==> config.mk <==
export PLATFORM = sky130hd
export DESIGN_NAME = dual_bank_key_scanner
export DESIGN_NICKNAME = d
export VERILOG_FILES = /design/src/rtl/kscan_pkg.sv /design/src/rtl/kscan_tick.sv /design/src/rtl/kscan_rowseq.sv /design/src/rtl/kscan_debounce.sv /design/src/rtl/dual_bank_key_scanner.sv
export SDC_FILE = /design/constraint.sdc
export NUM_CORES = 1
export LEC_CHECK = 0
export ABC_AREA = 0
export CAP_MARGIN = 20
export CORE_MARGIN = 2
export CORE_UTILIZATION = 58
export CTS_CLUSTER_SIZE = 25
export DETAILED_ROUTE_END_ITERATION = 16
export PLACE_DENSITY = 0.88
export SLEW_MARGIN = 15
export SYNTH_ARGS = -nofsm -noshare
export SYNTH_HDL_FRONTEND = slang
export SYNTH_SLANG_ARGS = --single-unit
==> constraint.sdc <==
create_clock -name clk -period 10.9 [get_ports clk]
set_input_delay 1.635 -clock clk [delete_from_list [all_inputs] [get_ports clk]]
set_output_delay 1.635 -clock clk [all_outputs]
set_load 0.005 [all_outputs]
==> src/rtl/kscan_pkg.sv <==
package kscan_pkg;
  typedef enum logic {
    RATE_FAST = 1'b0,
    RATE_SLOW = 1'b1
  } scan_rate_e;

  localparam int DEF_BANKS = 2;
  localparam int DEF_ROWS  = 4;
  localparam int DEF_COLS  = 4;
endpackage

==> src/rtl/kscan_tick.sv <==
module kscan_tick #(
  parameter int CYC_PER_MS = 50000
) (
  input  logic clk,
  input  logic rst_n,
  input  logic rate_sel,
  output logic tick_o
);
  import kscan_pkg::*;
  localparam int CW = $clog2(2 * CYC_PER_MS);

  logic [CW-1:0] cnt_q, cnt_d, last_c;

  always_comb begin
    last_c = (scan_rate_e'(rate_sel) == RATE_SLOW) ? CW'(2 * CYC_PER_MS - 1)
                                                   : CW'(CYC_PER_MS - 1);
    tick_o = (cnt_q >= last_c);
    cnt_d  = tick_o ? '0 : cnt_q + 1'b1;
  end

  always_ff @(posedge clk or negedge rst_n) begin
    if (!rst_n) cnt_q <= '0;
    else        cnt_q <= cnt_d;
  end

  // ticks never come back to back
  assert_tick_spaced_R3: assert property (@(posedge clk) disable iff (!rst_n)
    tick_o |=> !tick_o);
  // the counter stays within the long period
  assert_cnt_bound_R3: assert property (@(posedge clk) disable iff (!rst_n)
    cnt_q <= CW'(2 * CYC_PER_MS - 1));
endmodule

==> src/rtl/kscan_rowseq.sv <==
module kscan_rowseq #(
  parameter int ROWS  = 4,
  parameter int BANKS = 2
) (
  input  logic                     clk,
  input  logic                     rst_n,
  input  logic                     tick_i,
  output logic [$clog2(ROWS)-1:0]  row_idx_o,
  output logic [BANKS*ROWS-1:0]    row_pull_o
);
  localparam int RW = $clog2(ROWS);

  logic [RW-1:0] idx_q, idx_d;

  always_comb begin
    idx_d = idx_q;
    if (tick_i) idx_d = (idx_q == RW'(ROWS - 1)) ? '0 : idx_q + 1'b1;
  end

  always_ff @(posedge clk or negedge rst_n) begin
    if (!rst_n) idx_q <= '0;
    else        idx_q <= idx_d;
  end

  assign row_idx_o = idx_q;

  for (genvar b = 0; b < BANKS; b++) begin : g_bank
    for (genvar r = 0; r < ROWS; r++) begin : g_row
      assign row_pull_o[b*ROWS + r] = (idx_q == RW'(r));
    end
    // exactly one row pulled per bank
    assert_one_row_R2: assert property (@(posedge clk) disable iff (!rst_n)
      $countones(row_pull_o[b*ROWS +: ROWS]) == 1);
  end

  // rows hold between ticks
  assert_row_hold_R3: assert property (@(posedge clk) disable iff (!rst_n)
    !tick_i |=> $stable(row_pull_o));
  // every tick moves to another row
  assert_row_moves_R2: assert property (@(posedge clk) disable iff (!rst_n)
    tick_i |=> (row_pull_o != $past(row_pull_o)));
endmodule

==> src/rtl/kscan_debounce.sv <==
module kscan_debounce #(
  parameter int ROWS = 4,
  parameter int COLS = 4
) (
  input  logic                    clk,
  input  logic                    rst_n,
  input  logic                    tick_i,
  input  logic [$clog2(ROWS)-1:0] row_idx_i,
  input  logic [COLS-1:0]         col_n_i,
  output logic [ROWS*COLS-1:0]    state_o,
  output logic [ROWS*COLS-1:0]    press_o,
  output logic [ROWS*COLS-1:0]    release_o
);
  localparam int RW = $clog2(ROWS);
  localparam int NK = ROWS * COLS;

  logic [NK-1:0] samp_q, samp_d, state_q, state_d;
  logic [NK-1:0] press_q, press_d, rel_q, rel_d;

  always_comb begin
    samp_d  = samp_q;
    state_d = state_q;
    press_d = '0;
    rel_d   = '0;
    for (int r = 0; r < ROWS; r++) begin
      for (int c = 0; c < COLS; c++) begin
        if (tick_i && (row_idx_i == RW'(r))) begin
          samp_d[r*COLS + c] = ~col_n_i[c];
          if ((~col_n_i[c] == samp_q[r*COLS + c]) &&
              (~col_n_i[c] != state_q[r*COLS + c])) begin
            state_d[r*COLS + c] = ~col_n_i[c];
            press_d[r*COLS + c] = ~col_n_i[c];
            rel_d[r*COLS + c]   = col_n_i[c];
          end
        end
      end
    end
  end

  always_ff @(posedge clk or negedge rst_n) begin
    if (!rst_n) begin
      samp_q  <= '0;
      state_q <= '0;
      press_q <= '0;
      rel_q   <= '0;
    end else begin
      samp_q  <= samp_d;
      state_q <= state_d;
      press_q <= press_d;
      rel_q   <= rel_d;
    end
  end

  assign state_o   = state_q;
  assign press_o   = press_q;
  assign release_o = rel_q;

  // a key never strobes press and release together
  assert_no_dual_evt_R6: assert property (@(posedge clk) disable iff (!rst_n)
    (press_q & rel_q) == '0);
  // strobes agree with the new state
  assert_evt_level_R6: assert property (@(posedge clk) disable iff (!rst_n)
    ((press_q & ~state_q) | (rel_q & state_q)) == '0);
  // every state change carries a strobe
  assert_change_strobed_R6: assert property (@(posedge clk) disable iff (!rst_n)
    (state_q != $past(state_q)) |-> ((state_q ^ $past(state_q)) == (press_q | rel_q)));
  // state only moves on a sampling tick
  assert_change_on_tick_R5: assert property (@(posedge clk) disable iff (!rst_n)
    (state_q != $past(state_q)) |-> $past(tick_i));
endmodule

==> src/rtl/dual_bank_key_scanner.sv <==
module dual_bank_key_scanner #(
  parameter int CYC_PER_MS = 50000,
  parameter int BANKS      = kscan_pkg::DEF_BANKS,
  parameter int ROWS       = kscan_pkg::DEF_ROWS,
  parameter int COLS       = kscan_pkg::DEF_COLS
) (
  input  logic                        clk,
  input  logic                        rst_n,
  input  logic                        rate_sel,
  input  logic [BANKS*COLS-1:0]       col_n,
  output logic [BANKS*ROWS-1:0]       row_pull,
  output logic [BANKS*ROWS*COLS-1:0]  key_down,
  output logic [BANKS*ROWS*COLS-1:0]  key_press,
  output logic [BANKS*ROWS*COLS-1:0]  key_release
);
  localparam int RW  = $clog2(ROWS);
  localparam int KPB = ROWS * COLS;

  logic          rst_s1_q, rst_s2_q;
  logic          tick;
  logic [RW-1:0] row_idx;

  always_ff @(posedge clk or negedge rst_n) begin
    if (!rst_n) begin
      rst_s1_q <= 1'b0;
      rst_s2_q <= 1'b0;
    end else begin
      rst_s1_q <= 1'b1;
      rst_s2_q <= rst_s1_q;
    end
  end

  kscan_tick #(.CYC_PER_MS(CYC_PER_MS)) tick_i (
    .clk     (clk),
    .rst_n   (rst_s2_q),
    .rate_sel(rate_sel),
    .tick_o  (tick)
  );

  kscan_rowseq #(.ROWS(ROWS), .BANKS(BANKS)) rows_i (
    .clk       (clk),
    .rst_n     (rst_s2_q),
    .tick_i    (tick),
    .row_idx_o (row_idx),
    .row_pull_o(row_pull)
  );

  for (genvar b = 0; b < BANKS; b++) begin : g_bank
    kscan_debounce #(.ROWS(ROWS), .COLS(COLS)) deb_i (
      .clk      (clk),
      .rst_n    (rst_s2_q),
      .tick_i   (tick),
      .row_idx_i(row_idx),
      .col_n_i  (col_n[b*COLS +: COLS]),
      .state_o  (key_down[b*KPB +: KPB]),
      .press_o  (key_press[b*KPB +: KPB]),
      .release_o(key_release[b*KPB +: KPB])
    );
  end

  // nothing reported while held in reset
  assert_quiet_in_reset_R7: assert property (@(posedge clk)
    !rst_s2_q |-> (key_down == '0 && key_press == '0 && key_release == '0));
endmodule

==> results.rst <==
.. list-table::
   :header-rows: 1

   * - Metric
     - Value
   * - Wire length of the first global-routing pass
     - 28.4 mm
   * - Worst path slowest cell
     - sky130_fd_sc_hd__and2_1
   * - Worst min-delay path class
     - reg2async
   * - Clock latency reported for the late side of the worst-skew pair
     - 0.42 ns
   * - Number of rows created at floorplan
     - 40
   * - All-Layer GR Usage
     - 27.9%
   * - Count of yosys warnings during synthesis
     - 0
   * - Seq/Total Area, Yosys
     - 52.8%
   * - Buffers & Inverters on Critical Path
     - 4
   * - Setup crit end kind
     - flip-flop
   * - Vias in the first global route
     - 5,666
   * - # placed instances
     - 838
   * - Detail-routed via count per cell
     - 6.54
   * - Critical path required time
     - 11.25 ns
   * - RSZ-0062 raised after global routing
     - false
   * - Most frequent cell on the critical path
     - sky130_fd_sc_hd__buf_4
   * - Die extent in y
     - 114 µm
   * - Initial DRT Pass Iterations
     - 5
   * - DP HPWL
     - 10.9 mm
   * - Synthesized flop and latch total
     - 149
   * - Clock sink count
     - 149
   * - Commonest cells after routing, fill and taps aside
     - sky130_fd_sc_hd__dfrtp_1 (148), sky130_fd_sc_hd__clkdlybuf4s50_1 (114), sky130_fd_sc_hd__o21ai_0 (65), sky130_fd_sc_hd__inv_1 (40), sky130_fd_sc_hd__nand2_1 (38)
   * - 1st-iter DRT viols
     - 556
   * - Crit-path max FO
     - 28
   * - CTS clock-pin slew for the worst setup and hold paths
     - 0.06 ns
   * - Starting utilization of the core area
     - 59.1%
   * - Clock root buffer
     - sky130_fd_sc_hd__clkbuf_16
   * - CORE AREA
     - 12,000 µm²
   * - Maximum clock rate
     - 212 MHz
   * - Cts bufs inserted
     - 17
   * - Distinct cells, synth
     - 37
   * - Ports
     - 115
   * - Mux contribution to synthesized area
     - 4.85%
   * - Setup TNS after final layout
     - 0 ns
   * - Max-cap viol count
     - 0
   * - Antenna violations before repair
     - 0
   * - Worst clock skew on the final layout
     - 0.00684 ns
   * - XOR/XNOR share of the synthesized area
     - 1.86%
   * - Part of the cycle the worst path needs
     - 43.3%
   * - CP Depth
     - 10
   * - Filler Cells Inserted
     - 787
   * - Post-synthesis compound-gate area fraction
     - 17.3%
   * - Peak supply drop
     - 0.177 mV
   * - Postcts setup bufs
     - 0
   * - CTS Hold Buffers Added
     - 0
   * - Number of vias in the routed layout
     - 5,691
   * - Setup-failing EPs final
     - 0
   * - Pwr dens
     - 196 nW/µm²
   * - Post-Synth Adder-Cell Area
     - 2.13%
   * - Register Area
     - 3730 µm²
   * - Number of inserted diodes
     - 0
   * - Final net count
     - 736
   * - Result of the run
     - completed
   * - Input/output buffers
     - 114
   * - Combinational family with the most area after synthesis
     - compound AO/OA/AOI/OAI gates
   * - Die outline area
     - 13,100 µm²
   * - Detail Route Antenna Nets
     - 0
   * - Area growth syn-to-layout
     - 22.8%
   * - Summed instance area of the synthesized netlist
     - 7070 µm²
   * - CTS tree
     - yes
   * - Fraction of layout instances using a drive strength above 1
     - 10.2%
   * - Crit path max-delay family
     - buffers and inverters
   * - Measured slew at the worst slew-check pin
     - 1.13 ns
   * - Gpl congestion
     - 0.873
   * - CTS max path bufs
     - 2
   * - DRT Wirelength
     - 17.9 mm
   * - Utilization after layout
     - 72.5%
   * - Syn Nets
     - 655
   * - # DRC
     - 0
   * - H-tree lvl count
     - 4
   * - Most common cell after layout, fill and taps aside
     - sky130_fd_sc_hd__dfrtp_1
   * - Final global-route overflow total
     - 0
   * - Per-instance average area after synthesis
     - 11.2 µm²
   * - Slowest cell delay on critical path
     - 0.62 ns
   * - Synth Area in Simple Gates
     - 13.5%
   * - Gate count of the mapped netlist
     - 632
   * - Worst Setup Path Type
     - in2reg
   * - Slew margin rel.
     - 24.5%
   * - Overall die width
     - 114 µm
   * - Area taken by multi-input logic gates
     - 2820 µm²
   * - Post-Layout Cell Count
     - 870
   * - Final count of hold timing violations
     - 0
   * - Quantity of gates resized following cts
     - 0
   * - Kind of start point of the critical path
     - primary input
   * - Routed length per instance
     - 20.5 µm
   * - Largest net degree at the start of global routing
     - 86
   * - Endpoint arrival time on the critical path
     - 5.07 ns
   * - Ordered cell list for the critical path
     - clkdlybuf4s50_1 > inv_1 > ha_1 > and3_1 > and4_4 > o21ai_2 > buf_4 > and2_1 > buf_4 > a311o_1
   * - Number of slew-limit violations in the final report
     - 0
   * - Number of cells on the worst reg-to-reg path
     - 8
   * - Leak Pwr
     - 3.72 nW
   * - Time the final worst path needs with I/O delays and setup
     - 4.72 ns
==> per-stage QoR <==
step	power [mW]	cell area (µm²)	hold WS (ns)	setup WS, ns
global placement	1.08	8050	0.339	5.81
floorplan	0.991	7070	0.331	6.44
global route	1.78	8670	0.367	6.07
finish	1.70	8670	0.333	6.18
detailed placement	1.11	8050	0.347	5.65
CTS	1.69	8620	0.366	6.08
==> cell families after synthesis <==
logic type               count (synthesis)
AO/OA/AOI/OAI                          174
AND/OR/NAND/NOR                        148
other                                    1
adder cells (fa/ha/maj)                 12
multiplexers                            34
buffers and inverters                   99
flip-flops                             149
XOR/XNOR                                15
==> flip-flops by register name (all words and copies together), names as in the netlist <==
| register | flops |
|---|---|
| g_bank.deb_i.state_o | 32 |
| rst_s1_q | 1 |
| g_bank.deb_i.samp_q | 32 |
| tick_i.cnt_q | 17 |
| rst_s2_q | 1 |
| g_bank.deb_i.press_o | 32 |
| rows_i.row_idx_o | 2 |
| g_bank.deb_i.release_o | 32 |
==> cell type report <==
class | instances | area share, %
flip-flops and latches | 149 | 43.0
clock inverters | 5 | 1.15
clock buffers | 24 | 5.44
well taps | 147 | 2.12
inverters | 40 | 1.73
multi-input cells | 384 | 32.5
repair buffers | 121 | 14.1
==> Yosys cell counts, drive strengths merged <==
library cell,instances,area share [%]
o21ai,66,4.7
dfrtp,149,53
a31oi,33,2.9
a31o,4,0.50
nor2,23,1.2
inv,40,2.1
mux2,2,0.32
o21bai,1,0.11
and2,1,0.089
mux2i,32,4.5
nand2,39,2.1
xnor2,6,0.74
buf,26,3.7
and4,4,0.53
a311o,32,4.5
o211ai,1,0.11
a211oi,1,0.11
ha,12,2.1
nand3,7,0.67
a2111oi,32,4.0
xor2,9,1.1
a21o,1,0.11
clkbuf,33,1.8
nor3,33,2.4
and3,4,0.35
nor3b,1,0.11
nand4,4,0.35
conb,1,0.053
a21oi,3,0.21
nor4,32,5.7
==> per-layer routing <==
metal  GRT usage (%)  part of all wire [%]  up-vias
li1                -                     -     2504
met1            36.5                    39     2831
met2            44.4                    49      320
met3            7.57                   9.1       36
met4            11.8                   2.4        0
met5               0                     0        -
==> power breakdown <==
part	switching (mW)	leakage, nW	total [mW]	internal (mW)
combinational	0.250	1.67	0.383	0.133
clock	0.211	0.280	0.579	0.368
sequential	0.103	1.77	0.740	0.638
total	0.564	3.72	1.70	1.14
==> final timing paths <==
| kind | startpoint | slack, ns | to |
|---|---|---|---|
| worst max-delay path | rate_sel | 6.18 | g_bank[0].deb_i.state_o[6] |
| worst min-delay path | rst_s2_q | 0.33 | g_bank[1].deb_i.press_o[1] |
| worst max register to register | tick_i.cnt_q[14] | 7.63 | g_bank[0].deb_i.state_o[6] |
| worst min register to register | rst_s2_q | 0.33 | g_bank[1].deb_i.press_o[1] |
| max in group asynchronous | rst_s2_q | 9.08 | g_bank[1].deb_i.state_o[2] |
| min in group clk | rst_s1_q | 0.37 | rst_s2_q |
(Power assumes the default switching activity.)
